[config.mk]
export PLATFORM = sky130hd
export DESIGN_NAME = halfpulse_ppm_tx
export DESIGN_NICKNAME = d
export VERILOG_FILES = /design/src/rtl/ppm_pkg.sv /design/src/rtl/ppm_slot_timer.sv /design/src/rtl/ppm_word_latch.sv /design/src/rtl/ppm_pulse_shaper.sv /design/src/rtl/halfpulse_ppm_tx.sv
export SDC_FILE = /design/constraint.sdc
export NUM_CORES = 1
export LEC_CHECK = 0
export BUFFER_PORTS_ARGS = -buffer_cell sky130_fd_sc_hd__buf_2
export CAP_MARGIN = 20
export CORE_AREA = 2 2 39 41
export CTS_BUF_LIST = sky130_fd_sc_hd__clkbuf_16
export CTS_CLUSTER_SIZE = 30
export DETAILED_ROUTE_END_ITERATION = 10
export DIE_AREA = 0 0 41 43
export PLACE_DENSITY = 0.63
export SLEW_MARGIN = 20
export SYNTH_ARGS = -nofsm -noshare
export SYNTH_HDL_FRONTEND = slang
export SYNTH_SLANG_ARGS = --single-unit
[constraint.sdc]
create_clock -name clk -period 1.3 [get_ports clk]
set_input_delay 0.195 -clock clk [delete_from_list [all_inputs] [get_ports clk]]
set_output_delay 0.195 -clock clk [all_outputs]
set_load 0.05 [all_outputs]
[src/rtl/ppm_pkg.sv]
package ppm_pkg;

  // Default frame geometry.
  localparam int unsigned DEF_SLOTS = 4;
  localparam int unsigned DEF_TICKS = 8;

  // Registered line outputs of the modulator.
  typedef struct packed {
    logic pulse;
    logic frame;
    logic strobe;
    logic idle;
  } ppm_line_t;

endpackage

[src/rtl/ppm_slot_timer.sv]
module ppm_slot_timer #(
  parameter int unsigned SLOTS  = 4,
  parameter int unsigned TICKS  = 8,
  parameter int unsigned SLOT_W = 2,
  parameter int unsigned TICK_W = 3
) (
  input  logic              clk,
  input  logic              rst,
  output logic [TICK_W-1:0] tick_o,
  output logic [SLOT_W-1:0] slot_o,
  output logic              frame_end_o
);

  localparam logic [TICK_W-1:0] LAST_T = TICK_W'(TICKS - 1);
  localparam logic [TICK_W-1:0] PRE_T  = TICK_W'(TICKS - 2);
  localparam logic [SLOT_W-1:0] LAST_S = SLOT_W'(SLOTS - 1);

  logic [TICK_W-1:0] tick_q;
  logic [SLOT_W-1:0] slot_q;
  logic              end_q;

  always_ff @(posedge clk) begin
    if (rst) begin
      tick_q <= '0;
      slot_q <= '0;
      end_q  <= 1'b0;
    end else begin
      if (tick_q == LAST_T) begin
        tick_q <= '0;
        slot_q <= (slot_q == LAST_S) ? '0 : slot_q + 1'b1;
      end else begin
        tick_q <= tick_q + 1'b1;
      end
      // High in the cycle when the counters sit on the last tick of the frame
      end_q <= (slot_q == LAST_S) && (tick_q == PRE_T);
    end
  end

  assign tick_o      = tick_q;
  assign slot_o      = slot_q;
  assign frame_end_o = end_q;

  // tick counter never leaves its range
  p_tick_range_r1: assert property (@(posedge clk) disable iff (rst)
    tick_q <= LAST_T);

  // the acceptance window is a single cycle
  p_ready_single_r5: assert property (@(posedge clk) disable iff (rst)
    end_q |=> !end_q);

  // the acceptance window coincides with the last tick of the frame
  p_ready_at_end_r5: assert property (@(posedge clk) disable iff (rst)
    end_q |-> (tick_q == LAST_T && slot_q == LAST_S));

endmodule

[src/rtl/ppm_word_latch.sv]
module ppm_word_latch #(
  parameter int unsigned SLOT_W = 2
) (
  input  logic              clk,
  input  logic              rst,
  input  logic              take_i,
  input  logic              valid_i,
  input  logic [SLOT_W-1:0] data_i,
  output logic [SLOT_W-1:0] sel_o,
  output logic              active_o
);

  logic [SLOT_W-1:0] sel_q;
  logic              active_q;

  always_ff @(posedge clk) begin
    if (rst) begin
      sel_q    <= '0;
      active_q <= 1'b0;
    end else if (take_i) begin
      active_q <= valid_i;
      if (valid_i) sel_q <= data_i;
    end
  end

  assign sel_o    = sel_q;
  assign active_o = active_q;

  // outside the acceptance window the frame content cannot change
  p_hold_word_r6: assert property (@(posedge clk) disable iff (rst)
    !take_i |=> ($stable(sel_q) && $stable(active_q)));

  // an empty acceptance window leads to an idle frame
  p_empty_idle_r7: assert property (@(posedge clk) disable iff (rst)
    (take_i && !valid_i) |=> !active_q);

endmodule

[src/rtl/ppm_pulse_shaper.sv]
module ppm_pulse_shaper
  import ppm_pkg::*;
#(
  parameter int unsigned TICKS  = 8,
  parameter int unsigned SLOT_W = 2,
  parameter int unsigned TICK_W = 3
) (
  input  logic              clk,
  input  logic              rst,
  input  logic [TICK_W-1:0] tick_i,
  input  logic [SLOT_W-1:0] slot_i,
  input  logic [SLOT_W-1:0] sel_i,
  input  logic              active_i,
  output ppm_line_t         line_o
);

  localparam logic [TICK_W-1:0] HALF_T = TICK_W'(TICKS / 2);

  ppm_line_t line_q;

  always_ff @(posedge clk) begin
    if (rst) begin
      line_q <= '0;
    end else begin
      line_q.pulse  <= active_i && (slot_i == sel_i) && (tick_i < HALF_T);
      line_q.frame  <= (slot_i == '0) && (tick_i == '0);
      line_q.strobe <= (tick_i == '0);
      line_q.idle   <= !active_i;
    end
  end

  assign line_o = line_q;

  // Length of the current high run on the pulse line, for the width check
  logic [TICK_W:0] run_q;
  always_ff @(posedge clk) begin
    if (rst)              run_q <= '0;
    else if (line_q.pulse) run_q <= run_q + 1'b1;
    else                  run_q <= '0;
  end

  // a pulse begins on a slot boundary
  p_rise_on_strobe_r3: assert property (@(posedge clk) disable iff (rst)
    $rose(line_q.pulse) |-> line_q.strobe);

  // a pulse lasts exactly half a slot
  p_half_width_r3: assert property (@(posedge clk) disable iff (rst)
    $fell(line_q.pulse) |-> (run_q == {1'b0, HALF_T}));

  // frame marker only on a slot boundary
  p_frame_on_strobe_r2: assert property (@(posedge clk) disable iff (rst)
    line_q.frame |-> line_q.strobe);

  // idle frames stay dark
  p_idle_dark_r7: assert property (@(posedge clk) disable iff (rst)
    line_q.idle |-> !line_q.pulse);

endmodule

[src/rtl/halfpulse_ppm_tx.sv]
module halfpulse_ppm_tx
  import ppm_pkg::*;
#(
  parameter int unsigned SLOTS  = DEF_SLOTS,
  parameter int unsigned TICKS  = DEF_TICKS,
  parameter int unsigned WORD_W = $clog2(SLOTS)
) (
  input  logic              clk,
  input  logic              rst,
  input  logic [WORD_W-1:0] in_data,
  input  logic              in_valid,
  output logic              in_ready,
  output logic              pulse_out,
  output logic              frame_start,
  output logic              slot_strobe,
  output logic              idle_flag
);

  localparam int unsigned TICK_W = $clog2(TICKS);

  logic [TICK_W-1:0] tick;
  logic [WORD_W-1:0] slot;
  logic              frame_end;
  logic [WORD_W-1:0] sel;
  logic              active;
  ppm_line_t         line;

  ppm_slot_timer #(
    .SLOTS (SLOTS),
    .TICKS (TICKS),
    .SLOT_W(WORD_W),
    .TICK_W(TICK_W)
  ) u_timer (
    .clk        (clk),
    .rst        (rst),
    .tick_o     (tick),
    .slot_o     (slot),
    .frame_end_o(frame_end)
  );

  ppm_word_latch #(
    .SLOT_W(WORD_W)
  ) u_latch (
    .clk     (clk),
    .rst     (rst),
    .take_i  (frame_end),
    .valid_i (in_valid),
    .data_i  (in_data),
    .sel_o   (sel),
    .active_o(active)
  );

  ppm_pulse_shaper #(
    .TICKS (TICKS),
    .SLOT_W(WORD_W),
    .TICK_W(TICK_W)
  ) u_shaper (
    .clk     (clk),
    .rst     (rst),
    .tick_i  (tick),
    .slot_i  (slot),
    .sel_i   (sel),
    .active_i(active),
    .line_o  (line)
  );

  assign in_ready    = frame_end;
  assign pulse_out   = line.pulse;
  assign frame_start = line.frame;
  assign slot_strobe = line.strobe;
  assign idle_flag   = line.idle;

  // frame start follows the acceptance window by two cycles
  p_ready_lead_r5: assert property (@(posedge clk) disable iff (rst)
    in_ready |=> ##1 frame_start);

endmodule

==> results.toml <==
[run_status]
run_status = "completed"

[sta]
setup_viol = 0
timing.final.crit_share_pct = 94.6
grt_setup_unrepaired = "no"
timing_worst_slew_pin_value_ns = 0.258
max_freq_mhz = 813
final_max_slew_viol_count = 0
slew_headroom_pct = 82.7
finClkSkew_ns = 0.00112
final.min_clock_period_ns = 1.23
finalSetupTns_ns = 0
hold_viol = 0

[hold_path]
min-delay-path-class = "in -> reg"

[worst_setup_path]
worst-path-buf-inv = 0
worstSetupEndpointType = "flip-flop"
critical_path_max_stage_delay_ns = 0.36
worstPathArrival_ns = 1.41
critPathSlowestCell = "sky130_fd_sc_hd__or3b_1"
path_delay_family = "adder cells"
critPathRequiredTime_ns = 1.48
cp_cell_sequence = "ha_1 -> ha_2 -> or3b_1 -> a21oi_2"
timing.critical_path.from_type = "flip-flop"
critical_path.max_fanout = 4
worst-setup-path-type = "reg -> reg"

[power]
clockPowerShare_pct = 52.8
power_frac_comb_pct = 7.2
seq_power_share_pct = 40.0
max-vdd-ir-drop_v = 0.000618
power_leakage_nw = 0.295
switching_power_summed_over_all_nets_uw = 216
internal_power_uw = 847
power.switching_fraction_pct = 20.3
power-per-cell-area_mw_per_mm2 = 1580

[flow_run]
cap_violations = 0

[floorplan]
rows = 14
die-width_um = 41
die-area_mm2 = 0.00176
core_area_mm2 = 0.00138
design.portCount = 10
initial_util_pct = 37.9
floorplan.die.height_um = 43

[route]
num_vias = 358
drt.antenna.violating_nets = 0
detailed_route_wl_um = 774
drt_drc_violations_left = 0
drt_iter0_drc = 1
wl_per_cell_um = 10.1
dr.pass1.iters = 3
post_drt_via_cell_ratio = 4.65

[placed_design]
gp_congestion = 0.647
portBuffers = 9
postPlaceCellArea_um2 = 592
dp.final_hpwl_um = 595

[cts]
clock_latency_of_the_later_clocked_register_in_the_worst_skew_pair_ns = 0.24
htree_levels = 1
cts_bufs_inserted = 3
cts.root.buffer_cell = "sky130_fd_sc_hd__clkbuf_16"
clkSlewWorstSetupHoldPaths_ns = 0.04
post-cts-setup-buffers = 0
tritoncts_clock_tree = "done"
clkSinkCount = 13
cts-root-to-sink-buffers = 2
hold_fix_buffer_count_after_cts = 0

[yosys]
synth_flop_cell = "sky130_fd_sc_hd__dfxtp_1"
synth.cell_area_um2 = 524
avgSynthCellArea_um2 = 10.9
synth-seq-area-share_pct = 49.6
postSynthRegisterBits = 13
netlist-cell-type-count = 18
postSynthNetCount = 59
async_flop_share_pct = 0
synth-warning-count = 0
synth-edff-count = 0
post_synth_inst_count = 48

[global_routing]
first_pass_grt_wire_length_um = 1460
global_route.overflow_total = 0
via_count_of_the_first_global_routing_pass = 362
antenna_violations_before_repair = 0
grt_usage_pct = 12.3
grt_max_degree = 13

[cells_and_area]
layout-drive-gt1-share_pct = 27.9
final_cell_area_um2 = 673
nFillCells = 144
synthToLayoutAreaGrowth_pct = 28.4
nets = 73
antennaDiodeCount = 0
final timing paths:
kind                                     start                             end  slack [ns]  cells after the start
hold / removal                      in_data[0]   u_latch.sel_o[0]$_SDFFE_PP0P_        0.22                      3
setup reg to reg  u_timer.tick_o[1]$_SDFF_PP0_  u_timer.slot_o[0]$_SDFFE_PP0N_        0.07                      4
setup / recovery  u_timer.tick_o[1]$_SDFF_PP0_  u_timer.slot_o[0]$_SDFFE_PP0N_        0.07                      4
hold reg to reg   u_timer.tick_o[0]$_SDFF_PP0_    u_timer.tick_o[0]$_SDFF_PP0_        0.44                      1
routing by layer:
layer  wire length, µm  global-route usage (%)  part of all wire [%]  vias to the layer above
li1                  -                       -                     -                      186
met4                14                    8.00                   1.8                        0
met1               372                    14.9                    48                      162
met5                 0                       0                     0                        -
met2               349                    17.2                    45                        8
met3                37                    4.71                   4.8                        2
power groups by stage:
| stage | clock network, mW | logic (mW) | registers (mW) |
|---|---|---|---|
| final | 0.561 | 0.0765 | 0.425 |
| after global routing | 0.591 | 0.0871 | 0.428 |
| after floorplan | 0 | 0.0259 | 0.461 |
| after global placement | 0 | 0.0777 | 0.432 |
| after detailed placement | 0 | 0.0775 | 0.433 |
| after CTS | 0.575 | 0.0777 | 0.425 |
timing repair:
item	in CTS	in global routing
setup endpoints to repair	0	1
hold endpoints to repair	0	0
resized for setup	0	1
layout by cell type, fill, tap and decap left out, types with 2 or more instances in the layout:
cell type,synthesis,layout
sky130_fd_sc_hd__nor3b_1,3,3
sky130_fd_sc_hd__xnor2_1,2,2
sky130_fd_sc_hd__buf_2,1,9
sky130_fd_sc_hd__ha_1,6,5
sky130_fd_sc_hd__nor2_1,4,4
sky130_fd_sc_hd__clkbuf_16,0,3
sky130_fd_sc_hd__a21oi_1,2,2
sky130_fd_sc_hd__nand3_1,2,2
sky130_fd_sc_hd__dfxtp_1,13,13
sky130_fd_sc_hd__mux2i_1,2,2
sky130_fd_sc_hd__a21bo_2,2,2
sky130_fd_sc_hd__inv_1,4,5
cell families (layout without fill, tap and decap cells):
| kind of cell | Yosys count | in the layout | share of synthesized area [%] |
|---|---|---|---|
| and+or+nand+nor | 15 | 15 | 17.7 |
| DFF | 13 | 13 | 49.6 |
| adders and majority gates | 6 | 6 | 14.3 |
| AOI/OAI and AO/OA | 5 | 5 | 7.40 |
| buffers and inverters | 5 | 18 | 3.82 |
| xor gates and xnor gates | 2 | 2 | 3.34 |
| muxes | 2 | 2 | 3.82 |
Yosys cell counts, types with 2 or more instances:
cell type,instances,area (µm²)
sky130_fd_sc_hd__a21bo_2,2,20.0
sky130_fd_sc_hd__inv_1,4,15.0
sky130_fd_sc_hd__nand3_1,2,10.0
sky130_fd_sc_hd__ha_1,6,75.1
sky130_fd_sc_hd__dfxtp_1,13,260
sky130_fd_sc_hd__a21oi_1,2,10.0
sky130_fd_sc_hd__xnor2_1,2,17.5
sky130_fd_sc_hd__mux2i_1,2,20.0
sky130_fd_sc_hd__nor3b_1,3,22.5
sky130_fd_sc_hd__nor2_1,4,15.0
flip-flops by register name (all words and copies together), names as in the netlist:
name                 count
u_timer.tick_o           3
u_shaper.line_o          4
u_timer.slot_o           2
u_latch.active_o         1
u_timer.frame_end_o      1
u_latch.sel_o            2
metrics by stage:
step / setup WS (ns) / util [%] / hold slack, ns / power [mW] / std cells
after floorplan: 0.0718 / - / 0.279 / 0.487 / 48
after global placement: 0.0918 / 42.8 / 0.432 / 0.510 / 73
after CTS: 0.0431 / 48.5 / 0.222 / 1.08 / 77
final: 0.0703 / 48.6 / 0.222 / 1.06 / 77
after global routing: 0.000362 / 48.6 / 0.243 / 1.11 / 77
after detailed placement: 0.0574 / 42.8 / 0.436 / 0.510 / 73
worst reg2reg max path, stage by stage (launching register included):
cell and delay [ns]:
sky130_fd_sc_hd__dfxtp_1 0.34, sky130_fd_sc_hd__ha_1 0.16, sky130_fd_sc_hd__ha_2 0.20, sky130_fd_sc_hd__or3b_1 0.36
sky130_fd_sc_hd__a21oi_2 0.11
area by class of cell:
cell class                      instances  area, µm²  share of cell area (%)
Sequential cell                        13        260                    38.7
Multi-Input combinational cell         30        246                    36.6
Clock buffer                            3       75.1                    11.2
Timing Repair Buffer                   10       52.6                    7.81
Tap cell                               16       20.0                    2.97
Inverter                                4       15.0                    2.23
Clock inverter                          1       3.75                   0.558
Note: power is estimated with default switching activity, not from simulation.
